==> src/rtl/srm_pkg.sv <==
package srm_pkg;

   typedef enum logic [2:0] {
      PH_IDLE,
      PH_SETUP,
      PH_LOW1,
      PH_LOW2,
      PH_RELEASE,
      PH_GAP
   } bit_phase_e;

   typedef enum logic [1:0] {
      FR_IDLE,
      FR_LAUNCH,
      FR_RUN
   } frame_state_e;

   // whole clock cycles covering a span in nanoseconds, rounded up, minimum 1
   function automatic int unsigned ns_to_cycles(longint unsigned hz, longint unsigned ns);
      longint unsigned c;
      c = (hz * ns + 64'd999_999_999) / 64'd1_000_000_000;
      return (c == 64'd0) ? 32'd1 : 32'(c);
   endfunction

endpackage

==> src/rtl/srm_tick_timer.sv <==
module srm_tick_timer #(
   parameter int unsigned MAX_LOAD = 1,
   parameter int unsigned CNT_W    = 1
) (
   input  logic             clk,
   input  logic             rst_n,
   input  logic             load,
   input  logic [CNT_W-1:0] load_val,
   output logic             expired
);

   generate
      if (MAX_LOAD == 0) begin : g_no_count
         // every interval is one cycle: no counter needed
         logic unused_in;
         assign unused_in = ^{load, load_val, clk, rst_n};
         assign expired   = 1'b1;
      end else begin : g_count
         logic [CNT_W-1:0] cnt_q;
         always_ff @(posedge clk or negedge rst_n) begin
            if (!rst_n)              cnt_q <= '0;
            else if (load)           cnt_q <= load_val;
            else if (cnt_q != '0)    cnt_q <= cnt_q - 1'b1;
         end
         assign expired = (cnt_q == '0);
      end
   endgenerate

endmodule

==> src/rtl/srm_bit_phy.sv <==
module srm_bit_phy
   import srm_pkg::*;
#(
   parameter int unsigned N_PULSE = 1,
   parameter int unsigned N_GAP   = 1
) (
   input  logic clk,
   input  logic rst_n,
   input  logic start,
   input  logic is_read,
   output logic bit_done,
   output logic sample_en,
   output logic cs_n,
   output logic wr_n,
   output logic rd_n
);

   localparam int unsigned MAXL  = ((N_PULSE > N_GAP) ? N_PULSE : N_GAP) - 1;
   localparam int unsigned CNT_W = (MAXL < 1) ? 1 : $clog2(MAXL + 1);

   bit_phase_e       phase_q, phase_d;
   logic             t_load, t_expired;
   logic [CNT_W-1:0] t_val;

   srm_tick_timer #(.MAX_LOAD(MAXL), .CNT_W(CNT_W)) u_timer (
      .clk      (clk),
      .rst_n    (rst_n),
      .load     (t_load),
      .load_val (t_val),
      .expired  (t_expired)
   );

   always_comb begin
      phase_d = phase_q;
      t_load  = 1'b0;
      t_val   = '0;
      unique case (phase_q)
         PH_IDLE:  if (start) phase_d = PH_SETUP;
         PH_SETUP: begin
            phase_d = PH_LOW1;
            t_load  = 1'b1;
            t_val   = CNT_W'(N_PULSE - 1);
         end
         PH_LOW1: if (t_expired) begin
            if (is_read) begin
               phase_d = PH_LOW2;
               t_load  = 1'b1;
               t_val   = CNT_W'(N_PULSE - 1);
            end else begin
               phase_d = PH_RELEASE;
            end
         end
         PH_LOW2: if (t_expired) begin
            phase_d = PH_GAP;
            t_load  = 1'b1;
            t_val   = CNT_W'(N_GAP - 1);
         end
         PH_RELEASE: begin
            phase_d = PH_GAP;
            t_load  = 1'b1;
            t_val   = CNT_W'(N_GAP - 1);
         end
         PH_GAP: if (t_expired) phase_d = start ? PH_SETUP : PH_IDLE;
         default: phase_d = PH_IDLE;
      endcase
   end

   always_ff @(posedge clk or negedge rst_n) begin
      if (!rst_n) phase_q <= PH_IDLE;
      else        phase_q <= phase_d;
   end

   assign bit_done  = (phase_q == PH_GAP) && t_expired;
   assign sample_en = (phase_q == PH_LOW1) && t_expired && is_read;
   assign cs_n = !((phase_q == PH_LOW1) || (phase_q == PH_LOW2) || (phase_q == PH_RELEASE));
   assign wr_n = !(!is_read && (phase_q == PH_LOW1));
   assign rd_n = !(is_read && ((phase_q == PH_LOW1) || (phase_q == PH_LOW2)));

   // a write strobe only ever appears under an active select
   a_r6_wr_under_cs : assert property (@(posedge clk) disable iff (!rst_n) !wr_n |-> !cs_n)
      else $error("write strobe without select");
   // a read strobe only ever appears under an active select
   a_r7_rd_under_cs : assert property (@(posedge clk) disable iff (!rst_n) !rd_n |-> !cs_n)
      else $error("read strobe without select");
   // the two strobes never overlap
   a_r6_strobe_excl : assert property (@(posedge clk) disable iff (!rst_n) !(!wr_n && !rd_n))
      else $error("both strobes low");
   // the select is never released while the write strobe is still low
   a_r6_wr_first : assert property (@(posedge clk) disable iff (!rst_n) $rose(cs_n) |-> $past(wr_n))
      else $error("select released before write strobe");

endmodule

==> src/rtl/srm_frame_ctrl.sv <==
module srm_frame_ctrl
   import srm_pkg::*;
#(
   parameter int unsigned ADDR_W = 4,
   parameter int unsigned DATA_W = 8
) (
   input  logic              clk,
   input  logic              rst_n,
   input  logic              req_valid,
   input  logic [ADDR_W-1:0] req_addr,
   input  logic [DATA_W-1:0] req_wdata,
   input  logic              req_read,
   input  logic              req_cmd,
   input  logic              dq_in,
   input  logic              bit_done,
   input  logic              sample_en,
   output logic              start,
   output logic              is_read,
   output logic              dq_out,
   output logic              dq_oe,
   output logic              busy,
   output logic              done,
   output logic [DATA_W-1:0] rdata
);

   localparam int unsigned TOT   = ADDR_W + DATA_W;
   localparam int unsigned IDX_W = $clog2(TOT + 1);

   frame_state_e      st_q;
   logic [TOT-1:0]    shreg_q;
   logic [IDX_W-1:0]  idx_q;
   logic              rd_kind_q, cmd_q, done_q;
   logic [DATA_W-1:0] rx_q, rdata_q;
   logic              last_bit, in_data;

   assign last_bit = (idx_q == (cmd_q ? IDX_W'(ADDR_W - 1) : IDX_W'(TOT - 1)));
   assign in_data  = (idx_q >= IDX_W'(ADDR_W));
   assign is_read  = rd_kind_q && in_data;
   assign start    = (st_q == FR_LAUNCH) || ((st_q == FR_RUN) && bit_done && !last_bit);
   assign dq_out   = shreg_q[0];
   assign dq_oe    = (st_q != FR_IDLE) && !is_read;
   assign busy     = (st_q != FR_IDLE);
   assign done     = done_q;
   assign rdata    = rdata_q;

   always_ff @(posedge clk or negedge rst_n) begin
      if (!rst_n) begin
         st_q      <= FR_IDLE;
         shreg_q   <= '0;
         idx_q     <= '0;
         rd_kind_q <= 1'b0;
         cmd_q     <= 1'b0;
         done_q    <= 1'b0;
         rx_q      <= '0;
         rdata_q   <= '0;
      end else begin
         done_q <= 1'b0;
         if (sample_en) rx_q <= {dq_in, rx_q[DATA_W-1:1]};
         unique case (st_q)
            FR_IDLE: if (req_valid) begin
               shreg_q   <= {req_wdata, req_addr};
               idx_q     <= '0;
               rd_kind_q <= req_read && !req_cmd;
               cmd_q     <= req_cmd;
               st_q      <= FR_LAUNCH;
            end
            FR_LAUNCH: st_q <= FR_RUN;
            FR_RUN: if (bit_done) begin
               if (last_bit) begin
                  st_q   <= FR_IDLE;
                  done_q <= 1'b1;
                  if (rd_kind_q) rdata_q <= rx_q;
               end else begin
                  idx_q   <= idx_q + 1'b1;
                  shreg_q <= shreg_q >> 1;
               end
            end
            default: st_q <= FR_IDLE;
         endcase
      end
   end

   // completion is a single-cycle pulse
   a_r9_done_single : assert property (@(posedge clk) disable iff (!rst_n) done |=> !done)
      else $error("done held longer than one cycle");
   // done is only seen when the master is free again
   a_r9_done_free : assert property (@(posedge clk) disable iff (!rst_n) done |-> !busy)
      else $error("done while busy");
   // a command never advances into the data phase
   a_r4_cmd_short : assert property (@(posedge clk) disable iff (!rst_n) (busy && cmd_q) |-> !in_data)
      else $error("command entered data phase");
   // rdata moves only when a read completes
   a_r5_rdata_hold : assert property (@(posedge clk) disable iff (!rst_n) !done |=> (done || $stable(rdata)))
      else $error("rdata changed outside completion");

endmodule

==> src/rtl/srm_serial_master.sv <==
module srm_serial_master
   import srm_pkg::*;
#(
   parameter int unsigned      ADDR_W   = 4,
   parameter int unsigned      DATA_W   = 8,
   parameter longint unsigned  CLK_HZ   = 64'd50_000_000,
   parameter longint unsigned  PULSE_NS = 64'd1000,
   parameter longint unsigned  GAP_NS   = 64'd1000
) (
   input  logic              clk,
   input  logic              rst_n,
   input  logic              req_valid,
   input  logic [ADDR_W-1:0] req_addr,
   input  logic [DATA_W-1:0] req_wdata,
   input  logic              req_read,
   input  logic              req_cmd,
   output logic              busy,
   output logic              done,
   output logic [DATA_W-1:0] rdata,
   output logic              cs_n,
   output logic              wr_n,
   output logic              rd_n,
   output logic              dq_out,
   output logic              dq_oe,
   input  logic              dq_in
);

   localparam int unsigned N_PULSE = ns_to_cycles(CLK_HZ, PULSE_NS);
   localparam int unsigned N_GAP   = ns_to_cycles(CLK_HZ, GAP_NS);

   generate
      if (ADDR_W < 1 || DATA_W < 1) begin : g_bad_width
         $error("ADDR_W and DATA_W must be at least 1");
      end
      if (CLK_HZ == 0) begin : g_bad_clock
         $error("CLK_HZ must be non-zero");
      end
   endgenerate

   logic start, is_read, bit_done, sample_en;

   srm_frame_ctrl #(.ADDR_W(ADDR_W), .DATA_W(DATA_W)) u_ctrl (
      .clk       (clk),
      .rst_n     (rst_n),
      .req_valid (req_valid),
      .req_addr  (req_addr),
      .req_wdata (req_wdata),
      .req_read  (req_read),
      .req_cmd   (req_cmd),
      .dq_in     (dq_in),
      .bit_done  (bit_done),
      .sample_en (sample_en),
      .start     (start),
      .is_read   (is_read),
      .dq_out    (dq_out),
      .dq_oe     (dq_oe),
      .busy      (busy),
      .done      (done),
      .rdata     (rdata)
   );

   srm_bit_phy #(.N_PULSE(N_PULSE), .N_GAP(N_GAP)) u_phy (
      .clk       (clk),
      .rst_n     (rst_n),
      .start     (start),
      .is_read   (is_read),
      .bit_done  (bit_done),
      .sample_en (sample_en),
      .cs_n      (cs_n),
      .wr_n      (wr_n),
      .rd_n      (rd_n)
   );

   // lines idle high and the wire is released whenever no access runs
   a_r1_idle_quiet : assert property (@(posedge clk) disable iff (!rst_n)
      !busy |-> (cs_n && wr_n && rd_n && !dq_oe))
      else $error("pins active while idle");
   // the wire is never driven during a read strobe
   a_r7_oe_off_read : assert property (@(posedge clk) disable iff (!rst_n) !rd_n |-> !dq_oe)
      else $error("driving during read strobe");
   // the wire is driven during a write strobe
   a_r6_oe_on_write : assert property (@(posedge clk) disable iff (!rst_n) !wr_n |-> dq_oe)
      else $error("write strobe with wire released");
   // the written value holds for the whole strobe
   a_r6_data_stable : assert property (@(posedge clk) disable iff (!rst_n)
      (!wr_n && $past(!wr_n)) |-> $stable(dq_out))
      else $error("data changed under write strobe");

endmodule

==> config.mk <==
export PLATFORM = sky130hd
export DESIGN_NAME = srm_serial_master
export DESIGN_NICKNAME = d
export VERILOG_FILES = /design/src/rtl/srm_pkg.sv /design/src/rtl/srm_tick_timer.sv /design/src/rtl/srm_bit_phy.sv /design/src/rtl/srm_frame_ctrl.sv /design/src/rtl/srm_serial_master.sv
export SDC_FILE = /design/constraint.sdc
export NUM_CORES = 1
export LEC_CHECK = 0
export BUFFER_PORTS_ARGS = -buffer_cell sky130_fd_sc_hd__buf_2
export CAP_MARGIN = 25
export CORE_MARGIN = 2
export CORE_UTILIZATION = 41
export DETAILED_ROUTE_END_ITERATION = 16
export SYNTH_ARGS = -nofsm -noshare
export SYNTH_HDL_FRONTEND = slang
export SYNTH_SLANG_ARGS = --single-unit
==> constraint.sdc <==
create_clock -name clk -period 2.2 [get_ports clk]
set_clock_uncertainty 0.05 [all_clocks]
set_input_delay 0.11 -clock clk [delete_from_list [all_inputs] [get_ports clk]]
set_output_delay 0.11 -clock clk [all_outputs]
set_load 0.01 [all_outputs]
## Yosys cells after proc, flatten, opt, wreduce, memory -nomap -nowiden

Index checks and enable logic that the tools add are counted.
Widths: inputs -> output; s select.

- Output and inout bits: 15
- Input bits: 18
- Flip-flop bits (word level): 46
- Word-level logic and storage cells: 94

- Equality and inequality tests: 16
- Mux-type cells: 33
- Order comparisons: 1
- Reductions and logical operators: 32
- Add/subtract/negate cells: 2

Operators with widths:

| operator | number |
|---|---|
| $mux 12 | 3 |
| $mux 6 | 5 |
| $pmux 12 s2 | 1 |
| $pmux 3 s6 | 1 |
| $pmux 6 s3 | 1 |
| $mux 4 | 4 |
| $mux 3 | 5 |
| $ne 2x1->1 const B | 6 |
| $reduce_and 4->1 | 3 |
| $logic_and 1x1->1 | 10 |
| $pmux 4 s2 | 1 |
| $mux 1 | 7 |
| $eq 3x2->1 const B | 2 |
| $eq 3x3->1 const B | 2 |
| $logic_not 1->1 | 6 |
| $logic_not 6->1 | 1 |
| $mux 2 | 3 |
| $pmux 2 s3 | 1 |
| $reduce_bool 2->1 | 3 |
| $reduce_bool 6->1 | 1 |
| $sub 6x1->6 const B | 1 |
| $add 4x1->4 const B | 1 |
| $eq 4x4->1 | 1 |
| $ge 4x3->1 const B | 1 |
| other kinds (11) | 14 |

## Longest topological paths before layout

Gate-level depths: netlist (run 1).

- Depth after elaboration: 8
- Mapped depth: 7

## Modules after synthesis

A second synthesis (run 1) with hierarchy kept.

- Cell total of the unflattened synthesis: 191
- Area, all modules: 2407.3 µm²

Modules (own cells, without submodules):

| module | times used | cells each | sequential area each (µm²) | area each (µm²) |
|---|---|---|---|---|
| srm_frame_ctrl | 1 | 120 | 925.9 | 1745.4 |
| srm_tick_timer | 1 | 40 | 150.1 | 400.4 |
| srm_bit_phy | 1 | 31 | 75.1 | 261.5 |

## Worst setup path after synthesis (run 1)

No wires, ideal clock.

- Path kind: register to register
- Start point: reg u_phy.u_timer.g_count.cnt_q[0]
- End point: reg u_ctrl.rdata_q[0], in the netlist u_ctrl.rdata[0]
- Slack: 0.158 ns
- Cell stages (with the launch flop): 7
- Period minus slack after synthesis: 2.042 ns
- Required time: 2.025 ns
- Arrival time: 1.868 ns
- Setup time: 0.125 ns
- Buffers on the path: 0
- Cell sequence: dfrtp_1 inv_1 ha_1 nor2b_1 nand4_4 nor3_4 mux2_2

- Longest elaborated chain between the ends: 3

Ends and longest elaborated chain:

| element | line | source |
|---|---|---|
| start, declared | srm_tick_timer.sv:19 | `logic [CNT_W-1:0] cnt_q;` |
| start signal, assigned | srm_tick_timer.sv:22 | `else if (load) cnt_q <= load_val;` |
| start signal, assigned | srm_tick_timer.sv:23 | `else if (cnt_q != '0) cnt_q <= cnt_q - 1'b1;` |
| $logic_not 6->1 | srm_tick_timer.sv:25 | `assign expired = (cnt_q == '0);` |
| $logic_and 1x1->1 | srm_bit_phy.sv:73 | `assign bit_done = (phase_q == PH_GAP) && t_expired;` |
| $reduce_and 4->1 (no line) | -- |  |
| end signal, assigned | srm_frame_ctrl.sv:72 | `if (rd_kind_q) rdata_q <= rx_q;` |
| end, declared | srm_frame_ctrl.sv:33 | `logic [DATA_W-1:0] rx_q, rdata_q;` |

No other way between the ends.
A chain may end at the register's enable or synchronous reset.

## Final worst setup path (run 1)

- Start point: reg u_phy.u_timer.g_count.cnt_q[0]
- End point: reg u_ctrl.shreg_q[4]

- Longest elaborated chain between the ends: 4

Ends and longest elaborated chain:

| element | line | source |
|---|---|---|
| $logic_not 6->1 | srm_tick_timer.sv:25 |  |
| $logic_and 1x1->1 | srm_bit_phy.sv:73 |  |
| $ne 2x1->1 (no line) | -- |  |
| $reduce_and 4->1 (no line) | -- |  |
| end signal, assigned | srm_frame_ctrl.sv:61 | `shreg_q <= {req_wdata, req_addr};` |
| end signal, assigned | srm_frame_ctrl.sv:75 | `shreg_q <= shreg_q >> 1;` |
| end, declared | srm_frame_ctrl.sv:30 | `logic [TOT-1:0] shreg_q;` |

No other way between the ends.

==> results of run 1 <==
-- power by group --
| part | total (W) | internal [W] | switching, W | leakage [nW] |
|---|---|---|---|---|
| clock network | 0.000532 | 0.000253 | 0.000279 | 0.0472 |
| registers | 0.00123 | 0.00106 | 0.000168 | 0.580 |
| logic | 0.000870 | 0.000424 | 0.000445 | 0.587 |
-- area by class of cell --
type                       instances  area share
clock buffer                       6      0.0315
multi-input combinational        123       0.363
timing repair buffer              49       0.118
clock inverter                     2     0.00477
sequential                        46       0.439
tap                               70      0.0334
inverter                           7      0.0100
-- layer usage --
metal / vias to the layer above / GRT usage / wire length, um
met3: 5 / 0.0391 / 137
met2: 22 / 0.226 / 1840
met5: - / 0 / 0
li1: 770 / - / -
met4: 0 / 0.0382 / 44
met1: 758 / 0.241 / 2130
-- registers in the layout, indices dropped and copies added (netlist names) --
register and cells:
u_phy.u_timer.g_count.cnt_q 6, u_ctrl.idx_q 4, u_ctrl.done 1, u_ctrl.cmd_q 1
u_ctrl.rd_kind_q 1, u_ctrl.st_q 2, u_ctrl.shreg_q 12, u_ctrl.rdata 8
u_ctrl.rx_q 8, u_phy.phase_q 3
-- stage by stage --
stage	hold slack (ns)	setup slack (ns)
floorplan	-0.236	0.158
global placement	0.130	0.0861
detailed placement	0.130	0.0286
CTS	0.00640	0.0118
global route	0.0369	0.0324
finish	0.0104	0.186
-- tightest hold or removal path, cell delays in order --
cell and delay [ns]:
buf_2 0.09, nand2b_1 0.05, o21ai_0 0.06
-- kinds of logic after synthesis --
family	count (synthesis)	share of synthesized area
and+or+nand+nor	62	0.176
DFF	46	0.533
AOI/OAI and AO/OA	38	0.147
muxes	17	0.0881
buffers and inverters	14	0.0266
xor gates and xnor gates	3	0.0122
adders and majority gates	3	0.0174
-- repair_timing --
action,4_1_cts,5_1_grt
endpoints found under the setup margin,0,21
resized for setup,0,1
buffers inserted,0,1
hold endpoints to repair,30,0
hold buffers,4,0
-- worst paths after layout --
path | end | cells past startpoint | start | slack [ns]
max in group asynchronous | u_ctrl.rdata[3] | 3 | rst_n | 1.18
setup / recovery | u_ctrl.shreg_q[4] | 6 | u_phy.u_timer.g_count.cnt_q[0] | 0.19
hold reg to reg | u_ctrl.rdata[4] | 1 | u_ctrl.rdata[4] | 0.45
min in group asynchronous | u_ctrl.done | 2 | rst_n | 0.32
hold / removal | u_ctrl.rd_kind_q | 3 | req_read | 0.01
setup reg to reg | u_ctrl.shreg_q[4] | 6 | u_phy.u_timer.g_count.cnt_q[0] | 0.19
-- cell usage in the layout (no fill, tap or decap), types with 2 or more instances in the layout --
cell / count
dlygate4sd3_1: 4
a21oi_1: 3
o221a_2: 11
or3_1: 10
nand2b_1: 11
nor3_4: 2
xnor2_1: 3
o211ai_1: 4
ha_1: 3
o21ai_0: 4
dfrtp_1: 46
nor2_1: 8
nand3_1: 2
o311ai_0: 2
nand2_1: 13
inv_1: 7
mux2_2: 16
or2_2: 2
o31ai_1: 2
clkbuf_8: 6
buf_2: 32
nor2b_1: 3
nor3b_1: 2
buf_4: 12
-- cells in the mapped netlist, types with 2 or more instances --
library cell | instances | area [sq um]
or3_1 | 10 | 62.6
nor2b_1 | 4 | 25.0
o311ai_0 | 2 | 17.5
o211ai_1 | 4 | 30.0
nand2b_1 | 11 | 68.8
o221a_2 | 11 | 124
dfrtp_1 | 46 | 1150
nor3b_1 | 2 | 15.0
nand3_1 | 2 | 10.0
nor3_4 | 2 | 32.5
inv_1 | 7 | 26.3
o31ai_1 | 2 | 15.0
o21ai_0 | 4 | 20.0
nand2_1 | 13 | 48.8
mux2_2 | 16 | 180
buf_2 | 3 | 15.0
xnor2_1 | 3 | 26.3
a21oi_1 | 3 | 15.0
nor2_1 | 8 | 30.0
clkbuf_1 | 3 | 11.3
or2_2 | 2 | 12.5
ha_1 | 3 | 37.5
==> flow_metrics.py, run 1 <==
metrics = {
    "run_status": {
        "status": "completed",
    },
    "timing": {
        "hold_viol": 0,
        "setup_viol": 0,
        "rsz0062_at_grt": "no",
        "drv_slew": 0,
        "min_period_over_period": 0.915,
        "max-slew-margin-rel": 0.563,
        "min_period_ns": 2.01,
        "setup_tns_ns": 0,
        "fmax_ghz": 0.497,
        "worstMarginPinSlew_ns": 0.655,
    },
    "clocking": {
        "path_clk_slew_ns": 0.09,
        "cts.sinks": 46,
        "cts_inserted_buffers": 5,
        "root_buffer": "clkbuf_8",
        "htreeDepth": 2,
        "clockBufferDepth": 2,
        "cts_tree": "built",
        "clock_latency_ns": 0.29,
    },
    "synthesis": {
        "yosys_register_bits": 46,
        "yosys_most_used_dff": "dfrtp_1",
        "synth_edf_count": 0,
        "synth_nets": 204,
        "ys_seq_area_frac": 0.533,
        "synthArstFlopShare": 1.00,
        "syn_area_sq_um": 2160,
        "ys_types": 44,
        "yosysWarnings": 0,
        "synthCells": 183,
        "syn_avg_cell_area_sq_um": 11.8,
    },
    "floorplan": {
        "initial_core_util": 0.423,
        "fp-row-count": 26,
        "chipWidth_um": 76.6,
        "dieArea_sq_um": 5860,
        "die_h_um": 76.6,
        "pin_count": 33,
        "core_area_sq_um": 5110,
    },
    "critical_path": {
        "worstPathRequired_ns": 2.33,
        "cp_num_buf_inv": 1,
        "critPathKind": "register to register",
        "arrival_ns": 2.15,
        "startpoint_type": "register",
        "path_delay_family": "simple AND/OR/NAND/NOR gates",
        "cpPeakStageDelay_ns": 0.41,
        "crit_path_cell_trace": "inv_1, ha_1, nor2b_2, nand4_4, or2_0, o221a_2",
        "end_kind": "register",
        "slowest_stage": "or2_0",
        "crit_fanout": 9,
    },
    "drt": {
        "drc": 0,
        "detail_route.wl_per_cell_um": 13.7,
        "wl_um": 4160,
        "viasPerCell": 5.13,
        "dr.pass1.iters": 4,
        "drtIter0Drc": 63,
        "antenna_left": 0,
        "vias": 1555,
    },
    "power_and_ir_drop": {
        "p_leak_nw": 1.21,
        "p_per_area_nw_per_um2": 1000,
        "vdd_drop_max_mv": 0.465,
        "power_w": 0.00263,
    },
    "job": {
        "maxCapViolCount": 0,
    },
    "layout": {
        "seq_area_sq_um": 1150,
        "stdcell_count": 303,
        "fillers": 470,
        "final_core_util": 0.514,
        "fin_area_sq_um": 2620,
        "layout.nets": 253,
        "num_antenna_cells": 0,
        "drive_above_1_share": 0.378,
        "area_delta_synth_final_pct": 21.5,
        "multi_input_area_sq_um": 953,
    },
    "global_route": {
        "overflow": 0,
        "grt_pass1_wl_um": 7470,
        "antenna_found_initial": 0,
        "grt_use_total": 0.158,
        "grt_max_degree": 30,
        "grt_pass1_vias": 1488,
    },
    "place": {
        "dpl.hpwl_um": 2950,
        "numPortBuffers": 32,
        "place_area_sq_um": 2470,
        "placedCellCount": 290,
        "gp_congestion": 0.829,
    },
    "hold_path": {
        "hold_class": "input port to register",
    },
}
Power figures use the tool's default switching activity.
==> inputs of run 2 (changes only) <==
CORE_UTILIZATION = 40   (was 41)
SYNTH_HIERARCHICAL = 1   (was default)
==> run 2 against run 1 <==
Worst setup slack worse by 0.17 ns. Synthesized area is 11% higher. Maximum frequency is 7.7% lower. Global-route usage is 2.3 points lower. Critical path depth is 3 higher. Cell count is 5.6% higher. Cell area is 12% higher. Synthesized cell count is 4.4% higher. Wire length is 0.50% higher. Core utilization is 1.0 points lower. Register-to-register slack worse by 0.17 ns. Via count is 0.26% higher. Largest cell class is now multi-input gates.
==> flow_metrics.py, run 2 <==
metrics = {
    "run_status": {
        "status": "completed",
    },
    "synthesis": {
        "synth.most_common_cell": "dfrtp_1",
        "synthTopCellsByCount": "46 x dfrtp_1, 35 x mux2_2, 9 x inv_1, 9 x nor2_1, 8 x nand2_1",
        "syn_avg_cell_area_sq_um": 12.6,
        "syn_area_sq_um": 2410,
        "synthArstFlopShare": 1.00,
        "yosys_most_used_dff": "dfrtp_1",
        "synth_area_leaders": "dfrtp_1 48%, mux2_2 16%, mux2_4 4.4%",
        "synthCells": 191,
        "synth_edf_count": 0,
        "ys_types": 49,
        "yosys_register_bits": 46,
        "synth_top_area_share": 0.478,
        "ys_seq_area_frac": 0.478,
        "synth_top_cell_by_area": "dfrtp_1",
        "yosysWarnings": 6,
    },
    "global_route": {
        "grt_use_met2": 0.216,
        "use_met3": 0.0297,
        "grt_use_total": 0.135,
        "grt_max_degree": 47,
        "antenna_found_initial": 0,
        "top_usage_layer": "met2",
        "use_met1": 0.181,
        "grt_pass1_wl_um": 6980,
        "overflow": 0,
        "grt_pass1_vias": 1522,
    },
    "drt": {
        "wl_um": 4180,
        "detail_route.wl_per_cell_um": 13.1,
        "dr.pass1.iters": 4,
        "drc": 0,
        "viasPerCell": 4.87,
        "vias": 1559,
        "drtIter0Drc": 75,
        "antenna_left": 0,
    },
    "layout": {
        "mostFrequentLayoutCell": "dfrtp_1",
        "fillers": 549,
        "stdcell_count": 320,
        "regMostFlops": "u_ctrl/shreg_q",
        "drive_above_1_share": 0.486,
        "num_antenna_cells": 0,
        "largest_register_ffs": 12,
        "fin_area_sq_um": 2950,
        "layout_common_cells": "46 x dfrtp_1, 32 x buf_2, 30 x mux2_2",
        "layout.nets": 266,
        "area_delta_synth_final_pct": 22.3,
    },
    "clocking": {
        "cts_inserted_buffers": 5,
        "cts_tree": "built",
        "clockBufferDepth": 2,
        "cts.sinks": 46,
        "root_buffer": "clkbuf_8",
        "htreeDepth": 2,
        "path_clk_slew_ns": 0.08,
        "clock_latency_ns": 0.29,
    },
    "timing": {
        "hold_viol": 0,
        "fmax_ghz": 0.458,
        "drv_slew": 0,
        "setup_viol": 0,
        "max-slew-margin-rel": 0.614,
        "min_period_over_period": 0.992,
        "worstMarginPinSlew_ns": 0.579,
        "setup_tns_ns": 0,
        "rsz0062_at_grt": "yes",
        "min_period_ns": 2.18,
    },
    "job": {
        "maxCapViolCount": 0,
    },
    "power_and_ir_drop": {
        "p_per_area_nw_per_um2": 1180,
        "vdd_drop_max_mv": 0.452,
        "p_leak_nw": 1.40,
        "power_w": 0.00348,
    },
    "place": {
        "numPortBuffers": 32,
        "place_area_sq_um": 2750,
        "gp_congestion": 0.744,
        "dpl.hpwl_um": 2820,
        "placedCellCount": 305,
    },
    "floorplan": {
        "chipWidth_um": 81.6,
        "dieArea_sq_um": 6650,
        "initial_core_util": 0.411,
        "core_area_sq_um": 5850,
        "die_h_um": 81.6,
        "pin_count": 33,
        "fp-row-count": 28,
    },
    "critical_path": {
        "critPathKind": "register to register",
        "rr_startpoint": "u_phy/u_timer/g_count.cnt_q[5]",
        "cp-startpoint": "u_phy/u_timer/g_count.cnt_q[5]",
        "arrival_ns": 2.31,
        "worstPathRequired_ns": 2.33,
        "end_kind": "register",
        "crit_fanout": 7,
        "startpoint_type": "register",
    },
    "hold_path": {
        "min_from": "req_cmd",
        "hold_class": "input port to register",
    },
}
## run 2: changes by cell type in the layout (fill, tap and decap cells not counted), sizes merged, moves of 4 or more
cell / delta
buf: +9
mux2: +26
nand2: -5
nand2b: -5
o211ai: -4
o21ai: -6
o221a: -11
or3: -9
## run 2: cell type report
class,count,area (sq um),share of cell area
Clock inverter,2,10.0,0.00340
Timing Repair Buffer,57,399,0.136
Sequential cell,46,1150,0.391
Tap cell,75,93.8,0.0319
Multi-Input combinational cell,126,1190,0.404
Inverter,9,33.8,0.0115
Clock buffer,5,68.8,0.0234
## run 2: metrics by stage
stage | setup WS, ns | util | hold slack [ns]
5_1_grt | -0.111 | 0.503 | 0.0148
3_5_place_dp | -0.0227 | 0.470 | 0.189
4_1_cts | -0.0204 | 0.488 | 0.0101
3_3_place_gp | 0.0368 | 0.470 | 0.192
2_1_floorplan | -0.231 | - | -0.236
6_report | 0.0185 | 0.503 | 0.0181
## run 2: final timing paths
path                                      to  slack, ns  cells after the start
max                        u_ctrl/shreg_q[0]       0.02                      9
min                             u_ctrl/cmd_q       0.02                      2
max reg2reg                u_ctrl/shreg_q[0]       0.02                      9
min reg2reg                  u_ctrl/rdata[7]       0.46                      1
max in group asynchronous     u_ctrl/rx_q[2]       1.32                      3
min in group asynchronous        u_ctrl/done       0.39                      3
## run 2: routing by layer
layer  wire [um]  up-vias
met4          42        0
met2        2000       19
met1        2010      760
met3         122        5
li1            -      775
met5           0        -
## run 2: worst max-delay path, stage by stage (launching register included)
cell and delay (ns):
dfrtp_1 0.43, nor4_4 0.30, and2_4 0.20, nand2_4 0.05, nor2_4 0.12, mux2i_4 0.10
a311oi_4 0.22, buf_6 0.16, clkbuf_16 0.15, mux2_4 0.29
## run 2: cells by family after synthesis
kind of cell,share of synthesized area
compound gates,0.0920
xor+xnor,0.0213
fa+ha+maj,0.0156
buf+inv,0.0577
flops,0.478
mux,0.226
other cells,0.00156
simple gates,0.108
## run 2: power breakdown
part / switching [W] / total, W / internal, W
registers: 0.000226 / 0.00133 / 0.00110
logic: 0.000710 / 0.00167 / 0.000963
clock network: 0.000265 / 0.000479 / 0.000214
## run 2: what timing repair did
| item | CTS | global route |
|---|---|---|
| buffers inserted | 1 | 4 |
| pin swaps | 0 | 0 |
| gates cloned | 0 | 1 |
| hold buffers | 2 | 0 |
| endpoints found under the hold margin | 47 | 0 |
| endpoints found under the setup margin | 5 | 28 |
| gates resized for setup | 1 | 7 |
